==> src/rtl/lcg_pkg.sv <==
package lcg_pkg;
    localparam int VEC_W       = 128;
    localparam int CODE_W      = 4;
    localparam int NUM_SIZES   = 5;
    localparam int MIN_LANE_W  = 8;

    typedef enum logic [1:0] {
        CARRY_MASKED_MSB = 2'd0,
        CARRY_COMPARE    = 2'd1,
        CARRY_SPLIT_HALF = 2'd2
    } carry_method_e;

    typedef struct packed {
        logic             vld;
        logic             err;
        logic [VEC_W-1:0] res;
    } out_state_t;

    function automatic carry_method_e method_for(input int lane_w);
        if (lane_w <= 16)      return CARRY_MASKED_MSB;
        else if (lane_w <= 64) return CARRY_COMPARE;
        else                   return CARRY_SPLIT_HALF;
    endfunction
endpackage

==> src/rtl/lcg_msb_carry.sv <==
module lcg_msb_carry #(
    parameter int LANE_W = 8
) (
    input  logic [LANE_W-1:0] a,
    input  logic [LANE_W-1:0] b,
    output logic              carry
);
    localparam int LOW_W = LANE_W - 1;

    logic into_msb;

    // carry into the top bit: add the operands without their top bits
    assign into_msb = (({1'b0, a[LOW_W-1:0]} + {1'b0, b[LOW_W-1:0]})
                       >= {1'b1, {LOW_W{1'b0}}});

    assign carry = (a[LANE_W-1] & b[LANE_W-1])
                 | ((a[LANE_W-1] ^ b[LANE_W-1]) & into_msb);
endmodule

==> src/rtl/lcg_cmp_carry.sv <==
module lcg_cmp_carry #(
    parameter int LANE_W = 32
) (
    input  logic [LANE_W-1:0] a,
    input  logic [LANE_W-1:0] b,
    output logic              carry
);
    logic [LANE_W-1:0] wrapped;

    assign wrapped = a + b;
    // a truncated sum below one addend means the addition wrapped
    assign carry   = (wrapped < b);
endmodule

==> src/rtl/lcg_wide_carry.sv <==
module lcg_wide_carry #(
    parameter int LANE_W = 128
) (
    input  logic [LANE_W-1:0] a,
    input  logic [LANE_W-1:0] b,
    output logic              carry
);
    localparam int HALF_W = LANE_W / 2;

    logic lo_carry;

    assign lo_carry = (({1'b0, a[HALF_W-1:0]} + {1'b0, b[HALF_W-1:0]})
                       >= {1'b1, {HALF_W{1'b0}}});

    assign carry = (({1'b0, a[LANE_W-1:HALF_W]} + {1'b0, b[LANE_W-1:HALF_W]}
                     + {{HALF_W{1'b0}}, lo_carry})
                    >= {1'b1, {HALF_W{1'b0}}});
endmodule

==> src/rtl/lcg_lane_bank.sv <==
module lcg_lane_bank #(
    parameter int LANE_W = 8,
    parameter int VEC_W  = 128
) (
    input  logic [VEC_W-1:0] a,
    input  logic [VEC_W-1:0] b,
    output logic [VEC_W-1:0] res
);
    import lcg_pkg::*;

    localparam int            NUM_LANES = VEC_W / LANE_W;
    localparam carry_method_e METHOD    = method_for(LANE_W);

    logic [NUM_LANES-1:0] lane_c;

    for (genvar k = 0; k < NUM_LANES; k++) begin : g_lane
        if (METHOD == CARRY_MASKED_MSB) begin : g_msb
            lcg_msb_carry #(.LANE_W(LANE_W)) u_c (
                .a     (a[k*LANE_W +: LANE_W]),
                .b     (b[k*LANE_W +: LANE_W]),
                .carry (lane_c[k])
            );
        end else if (METHOD == CARRY_COMPARE) begin : g_cmp
            lcg_cmp_carry #(.LANE_W(LANE_W)) u_c (
                .a     (a[k*LANE_W +: LANE_W]),
                .b     (b[k*LANE_W +: LANE_W]),
                .carry (lane_c[k])
            );
        end else begin : g_wide
            lcg_wide_carry #(.LANE_W(LANE_W)) u_c (
                .a     (a[k*LANE_W +: LANE_W]),
                .b     (b[k*LANE_W +: LANE_W]),
                .carry (lane_c[k])
            );
        end
        assign res[k*LANE_W +: LANE_W] = {{(LANE_W-1){1'b0}}, lane_c[k]};
    end
endmodule

==> src/rtl/lane_carry_gen.sv <==
module lane_carry_gen (
    input  logic                       clk,
    input  logic                       rst,
    input  logic                       in_vld,
    input  logic [lcg_pkg::VEC_W-1:0]  op_a,
    input  logic [lcg_pkg::VEC_W-1:0]  op_b,
    input  logic [lcg_pkg::CODE_W-1:0] size_code,
    output logic                       out_vld,
    output logic [lcg_pkg::VEC_W-1:0]  res,
    output logic                       spec_err
);
    import lcg_pkg::*;

    logic [VEC_W-1:0] bank_res [NUM_SIZES];

    for (genvar s = 0; s < NUM_SIZES; s++) begin : g_size
        lcg_lane_bank #(
            .LANE_W (MIN_LANE_W << s),
            .VEC_W  (VEC_W)
        ) u_bank (
            .a   (op_a),
            .b   (op_b),
            .res (bank_res[s])
        );
    end

    out_state_t st_d, st_q;

    always_comb begin
        st_d     = st_q;
        st_d.vld = in_vld;
        if (in_vld) begin
            st_d.err = 1'b1;
            st_d.res = '0;
            for (int s = 0; s < NUM_SIZES; s++) begin
                if (size_code == s[CODE_W-1:0]) begin
                    st_d.err = 1'b0;
                    st_d.res = bank_res[s];
                end
            end
        end
    end

    always_ff @(posedge clk) begin
        if (rst) st_q <= '0;
        else     st_q <= st_d;
    end

    assign out_vld  = st_q.vld;
    assign res      = st_q.res;
    assign spec_err = st_q.err;
endmodule

==> config.mk <==
export PLATFORM = sky130hd
export DESIGN_NAME = lane_carry_gen
export DESIGN_NICKNAME = d
export VERILOG_FILES = /design/src/rtl/lcg_pkg.sv /design/src/rtl/lcg_msb_carry.sv /design/src/rtl/lcg_cmp_carry.sv /design/src/rtl/lcg_wide_carry.sv /design/src/rtl/lcg_lane_bank.sv /design/src/rtl/lane_carry_gen.sv
export SDC_FILE = /design/constraint.sdc
export NUM_CORES = 1
export LEC_CHECK = 0
export BUFFER_PORTS_ARGS = -buffer_cell sky130_fd_sc_hd__buf_4
export CAP_MARGIN = 5
export CORE_UTILIZATION = 50
export CTS_BUF_LIST = sky130_fd_sc_hd__clkbuf_8
export DETAILED_ROUTE_END_ITERATION = 12
export GPL_TIMING_DRIVEN = 1
export PLACE_DENSITY_LB_ADDON = 0.05
export SLEW_MARGIN = 20
export SYNTH_ARGS = -nofsm -noshare
export SYNTH_HDL_FRONTEND = slang
export SYNTH_SLANG_ARGS = --single-unit
==> constraint.sdc <==
create_clock -name clk -period 13.1 [get_ports clk]
set_input_delay 1.31 -clock clk [delete_from_list [all_inputs] [get_ports clk]]
set_output_delay 1.31 -clock clk [all_outputs]
set_load 0.01 [all_outputs]
# After elaboration in Yosys (flattened, before gate mapping)
# Cells that the tools add are included.
[totals]
regBits = 130
input_bits = 263
output_inout_bits = 130
word_cells = 158
[op_classes]
addsub = 33
n_lt_le_gt_ge = 32
n_eq_ne = 4
muxes = 5
bitwise_logic = 80
reduce_logical = 1
[op_table]
columns = ["operator", "count"]
rows = [
  ["$mux W129", 5],
  ["$add A64 B64 Y65", 2],
  ["$ge A65 B65 Y1 const B", 2],
  ["$add A15 B15 Y16", 8],
  ["$add A32 B32 Y32", 4],
  ["$add A64 B64 Y64", 2],
  ["$add A7 B7 Y8", 16],
  ["$ge A16 B16 Y1 const B", 8],
  ["$ge A8 B8 Y1 const B", 16],
  ["$lt A32 B32 Y1", 4],
  ["$lt A64 B64 Y1", 2],
  ["$add A65 B1 Y65", 1],
  ["$and A1 B1 Y1", 40],
  ["$or A1 B1 Y1", 24],
  ["$xor A1 B1 Y1", 16],
  ["$eq A4 B2 Y1 const B", 2],
  ["$eq A4 B1 Y1 const B", 1],
  ["$eq A4 B3 Y1 const B", 1],
  ["$logic_not A4 Y1", 1],
]

# Longest topological paths before layout
[logic_depth]
word_depth = 9
depth_mapped = 23
depth_no_buf = 23

# Hierarchy
# From an unflattened synthesis, not the netlist that was laid out.
[unflattened]
hier_cells = 5629
hier_area_um2 = 42956.2
[modules_own_cells]
columns = ["module", "instances", "cells_per_inst", "area_per_inst_um2", "seq_area_each_um2"]
rows = [
  ["lcg_cmp_carry at g_size[3].u_bank.g_lane[0].g_cmp.u_c ...", 2, 768, 5426.5, 0.0],
  ["lane_carry_gen", 1, 1191, 9669.3, 2602.5],
  ["lcg_cmp_carry at g_size[2].u_bank.g_lane[1].g_cmp.u_c ...", 3, 348, 2471.1, 0.0],
  ["lcg_wide_carry", 1, 324, 2687.6, 0.0],
  ["lcg_msb_carry at g_size[0].u_bank.g_lane[0].g_msb.u_c ...", 16, 17, 165.2, 0.0],
  ["lcg_msb_carry at g_size[1].u_bank.g_lane[0].g_msb.u_c ...", 8, 38, 330.3, 0.0],
  ["lcg_cmp_carry at g_size[2].u_bank.g_lane[0].g_cmp.u_c", 1, 343, 2449.8, 0.0],
  ["lcg_lane_bank at g_size[4].u_bank", 1, 129, 964.7, 0.0],
  ["lcg_lane_bank at g_size[3].u_bank", 1, 127, 949.7, 0.0],
  ["lcg_lane_bank at g_size[2].u_bank", 1, 125, 934.6, 0.0],
  ["lcg_lane_bank at g_size[1].u_bank", 1, 121, 904.6, 0.0],
  ["lcg_lane_bank at g_size[0].u_bank", 1, 113, 844.6, 0.0],
]

# Worst setup path after synthesis
# OpenSTA, ideal clock, no wires.
[synth_timing]
path_type = "in2reg"
startpoint = "in op_a[72] (netlist bit)"
endpoint = "reg st_q (netlist bit res[64])"
setup_time_ns = 0.133
arrival_time_ns = 5.186
t_required_ns = 12.967
path_slack_ns = 7.781
stages = 19
path_buffers = 0
path_cell_list = "ha_1 -> fa_1 -> a21o_1 -> a21oi_1 -> o21ai_0 -> a21oi_1 -> a211oi_2 -> nor3_1 -> o31ai_2 -> a21oi_1 -> o41ai_2 -> xor2_1 -> ha_1 -> nand4_1 -> nor4_1 -> nand2_1 -> or4_1 -> a21boi_0 -> a221oi_1"
[synth_via]
elab_chain_len = 8
elab_cells_between_ends = 12
classes_between = "add/sub: 3; order compare: 3; mux: 4; bitwise: 2"
[synth_rtl]
columns = ["element", "line_no", "text"]
rows = [
  ["start: declaration", "lane_carry_gen.sv:5", "input logic [lcg_pkg::VEC_W-1:0] op_a,"],
  ["branches (longest 6 deep; another with $add A64 B64 Y64)", "-", ""],
  ["$mux W129 (*) (2 in series)", "lane_carry_gen.sv:36", "if (size_code == s[CODE_W-1:0]) begin"],
  ["end signal: assignment", "lane_carry_gen.sv:46", "else st_q <= st_d;"],
  ["end: declaration", "lane_carry_gen.sv:27", "out_state_t st_d, st_q;"],
]
# Mark *: on every way between the ends.
# A chain may end at the register's enable or synchronous reset.

# Worst setup path in the final report
# Ends and elaborated chain as after synthesis.

==> flow_metrics.tcl <==
set metrics [dict create \
    p_per_area_mw_per_mm2 59.83 \
    clock-sinks 18 \
    worst_pin_slew_ns 0.9238 \
    drt_iter0_markers 1157 \
    postCtsHoldBufs 0 \
    drc_errors 0 \
    hold-path-endpoint "res[0]$_SDFFE_PP0P_" \
    synth_common_cells "320 x ha_1, 265 x a21oi_1, 219 x inv_1" \
    path_class "input port to flip-flop" \
    hp-start "res[0]$_SDFFE_PP0P_" \
    maxCapViolations 0 \
    synth-edff-count 0 \
    htreeDepth 1 \
    path_clk_slew_ns 0.07 \
    worstPathArrival_ns 6.43 \
    tns_ns 0 \
    rows 63 \
    synth_seq_cells 18 \
    coreArea_sq_mm 0.02980 \
    clockBufferDepth 2 \
    vias_per_cell 5.792 \
    crit_fanout 4 \
    hold_viol 0 \
    yosysMostFrequentCell "ha_1" \
    grtUsageTotal_pct 31.55 \
    initial_core_util_pct 51.00 \
    die-area_sq_mm 0.03109 \
    slowest_delay_ns 0.56 \
    synthArstFlopShare_pct 0 \
    final_max_slew_viol_count 0 \
    regToRegSetupSlack_ns 12.02 \
    grt_start_max_net_pins 18 \
    postSynthCellCount 2155 \
    cts_tree "done" \
    clk_latency_ns 0.25 \
    syn_area_sq_mm 0.01520 \
    nets 2985 \
    worstSetupEndpointType "flip-flop" \
    synth_top_area_cell "ha_1" \
    numCtsBuffers 3 \
    die_h_um 176.3 \
    fin_crit_sh_pct 48.32 \
    slew-limit-headroom_pct 37.84 \
    synth_cell_types 83 \
    yosysTopAreaCellShare_pct 26.35 \
    antenna_found_initial 4 \
    outcome "complete, no violations" \
    wirelength_um 50820 \
    postLayoutSetupSlackWorst_ns 6.770 \
    cts_root_buf "clkbuf_8" \
    fin_cells 2774 \
    ant_nets 0 \
    via_count 16070 \
    place_inst 2768 \
    reg2reg_to "res[64]$_SDFFE_PP0P_" \
    min_path_cells 2 \
    yosysSeqAreaShare_pct 2.371 \
    start_kind "input port" \
    dp_hpwl_um 44690 \
    fmax_ghz 0.1580 \
    first_pass_iters 7 \
    ios 393 \
    port_buffers 280 \
    grt_overflow 0 \
    cp.required_ns 13.20 \
    crit_slowest_cell "or4_1" \
    cp_common_cell "a21oi_1" \
    worstReg2RegStart "res[64]$_SDFFE_PP0P_" \
    rr_worst_depth 3 \
    grt_pass1_wl_um 78630 \
    min_period_ns 6.330 \
    ir_worst_vdd_uv 33.16 \
    ys.flop_type "dfxtp_1" \
    fin_skew_ns 0 \
    hp-class "flip-flop to flip-flop" \
    die_x_um 176.3 \
    power.leakage_nw 8.806 \
    dp_slack_ns 6.669 \
    wl_per_cell_um 18.32 \
    place.gp.congestion 1.001 \
    rsz0062_at_grt "false" \
    path_cells "buf_4 > ha_1 > fa_1 > a21o_1 > a21oi_1 > o21ai_0 > a21oi_1 > a211oi_2 > nor3_1 > o31ai_2 > a21oi_1 > o41ai_2 > xor2_1 > ha_1 > nand4_1 > nor4_1 > nand2_1 > or4_1 > a21boi_0 > a221oi_1" \
    area_growth_pct 13.05 \
    setup_viol 0 \
    synth_warnings 0 \
    cts-resized-gates 0 \
    grt_pass1_vias 15210 \
    postCtsSetupRepairBufs 0 \
    drive_above_1_share_pct 13.31 \
    yosys-top-cells-area "ha_1 26%, a21oi_1 8.7%, xnor2_1 6.6%, buf_4 5.5%, inv_1 5.4%" \
    synth_area_per_cell_sq_um 7.051 \
]
## routing by layer
metal | wire length, um | GRT usage (%)
met1 | 22160 | 41.34
met2 | 23000 | 52.84
met3 | 3595 | 4.070
met4 | 2054 | 10.99
met5 | 12 | 0
## placed cells by master, fill, tap and decap left out, types with 5 or more instances in the layout
| cell | n |
|---|---|
| dfxtp_1 | 18 |
| o21ai_1 | 9 |
| a211oi_1 | 12 |
| o31a_1 | 5 |
| and3_1 | 7 |
| buf_4 | 281 |
| o21a_1 | 29 |
| a31oi_1 | 19 |
| o22ai_1 | 6 |
| o21bai_1 | 32 |
| o31ai_1 | 9 |
| nor4_1 | 9 |
| xnor2_1 | 114 |
| nand3_1 | 36 |
| ha_1 | 320 |
| and2_1 | 6 |
| and4_1 | 9 |
| fa_1 | 19 |
| nand2_1 | 147 |
| or3_1 | 5 |
| nand4_1 | 70 |
| xor2_1 | 61 |
| o211ai_1 | 12 |
| nor3_1 | 31 |
| nor2_1 | 114 |
| nand2b_1 | 20 |
| conb_1 | 112 |
| a21oi_1 | 265 |
| nor2b_1 | 38 |
| or2_2 | 6 |
| a21o_1 | 102 |
| o21ai_0 | 146 |
| a21boi_0 | 7 |
| inv_1 | 219 |
| a2111oi_0 | 8 |
| a22oi_1 | 5 |
## cell type report
cell class	count	area [sq um]
Timing Repair Buffer	281	2110
Multi-Input combinational cell	1859	13350
Inverter	220	825.8
Fill cell	2975	12620
Sequential cell	18	360.3
Clock buffer	3	41.29
Antenna cell	3	7.507
Tap cell	390	488.0
## stage by stage
step                      utilization [%]  power, mW  hold slack [ns]  area, sq um
after floorplan                         -     0.7294           0.4762        15610
after global placement              57.49     0.9599           0.4438        17130
after detailed placement            57.49     0.9715           0.4794        17130
after CTS                           57.63      1.016           0.4880        17170
after global routing                57.65      1.139           0.5189        17180
final                               57.66      1.028           0.4873        17180
## worst max-delay path by stage
stage                  start              endpoint  slack, ns  cells after the start
floorplan           op_a[72]  res[64]$_SDFFE_PP0P_       7.78                     19
global placement    op_a[72]  res[64]$_SDFFE_PP0P_       6.74                     20
detailed placement  op_a[72]  res[64]$_SDFFE_PP0P_       6.67                     20
CTS                 op_a[72]  res[64]$_SDFFE_PP0P_       6.91                     20
global route        op_a[72]  res[64]$_SDFFE_PP0P_       6.38                     20
finish              op_a[72]  res[64]$_SDFFE_PP0P_       6.77                     20
## logic make-up (layout without fill, tap and decap cells)
group / Yosys count / count (layout) / share of synthesized area [%]
compound gates: 717 / 717 / 29.32
mux: 1 / 1 / 0.06587
flops: 18 / 18 / 2.371
xor+xnor: 175 / 175 / 10.09
fa+ha+maj: 339 / 339 / 28.85
simple gates: 515 / 515 / 16.74
buf+inv: 389 / 504 / 12.54
other cells: 1 / 115 / 0.02468
## state kept, by name (all words and copies together) (netlist names)
signal and flops:
res 16, spec_err 1, out_vld 1
## power breakdown
part / switching [mW] / internal [mW]
registers: 0.00147 / 0.0560
logic: 0.536 / 0.396
clock network: 0.0180 / 0.0204
## critical path: cells and delay by family
kind / cells / cell delay [ns]
AOI/OAI and AO/OA: 10 / 2.07
adders and majority gates: 3 / 0.96
xor gates and xnor gates: 1 / 0.17
and+or+nand+nor: 5 / 1.82
buffers and inverters: 1 / 0.11
Note: power is estimated with default switching activity, not from simulation.
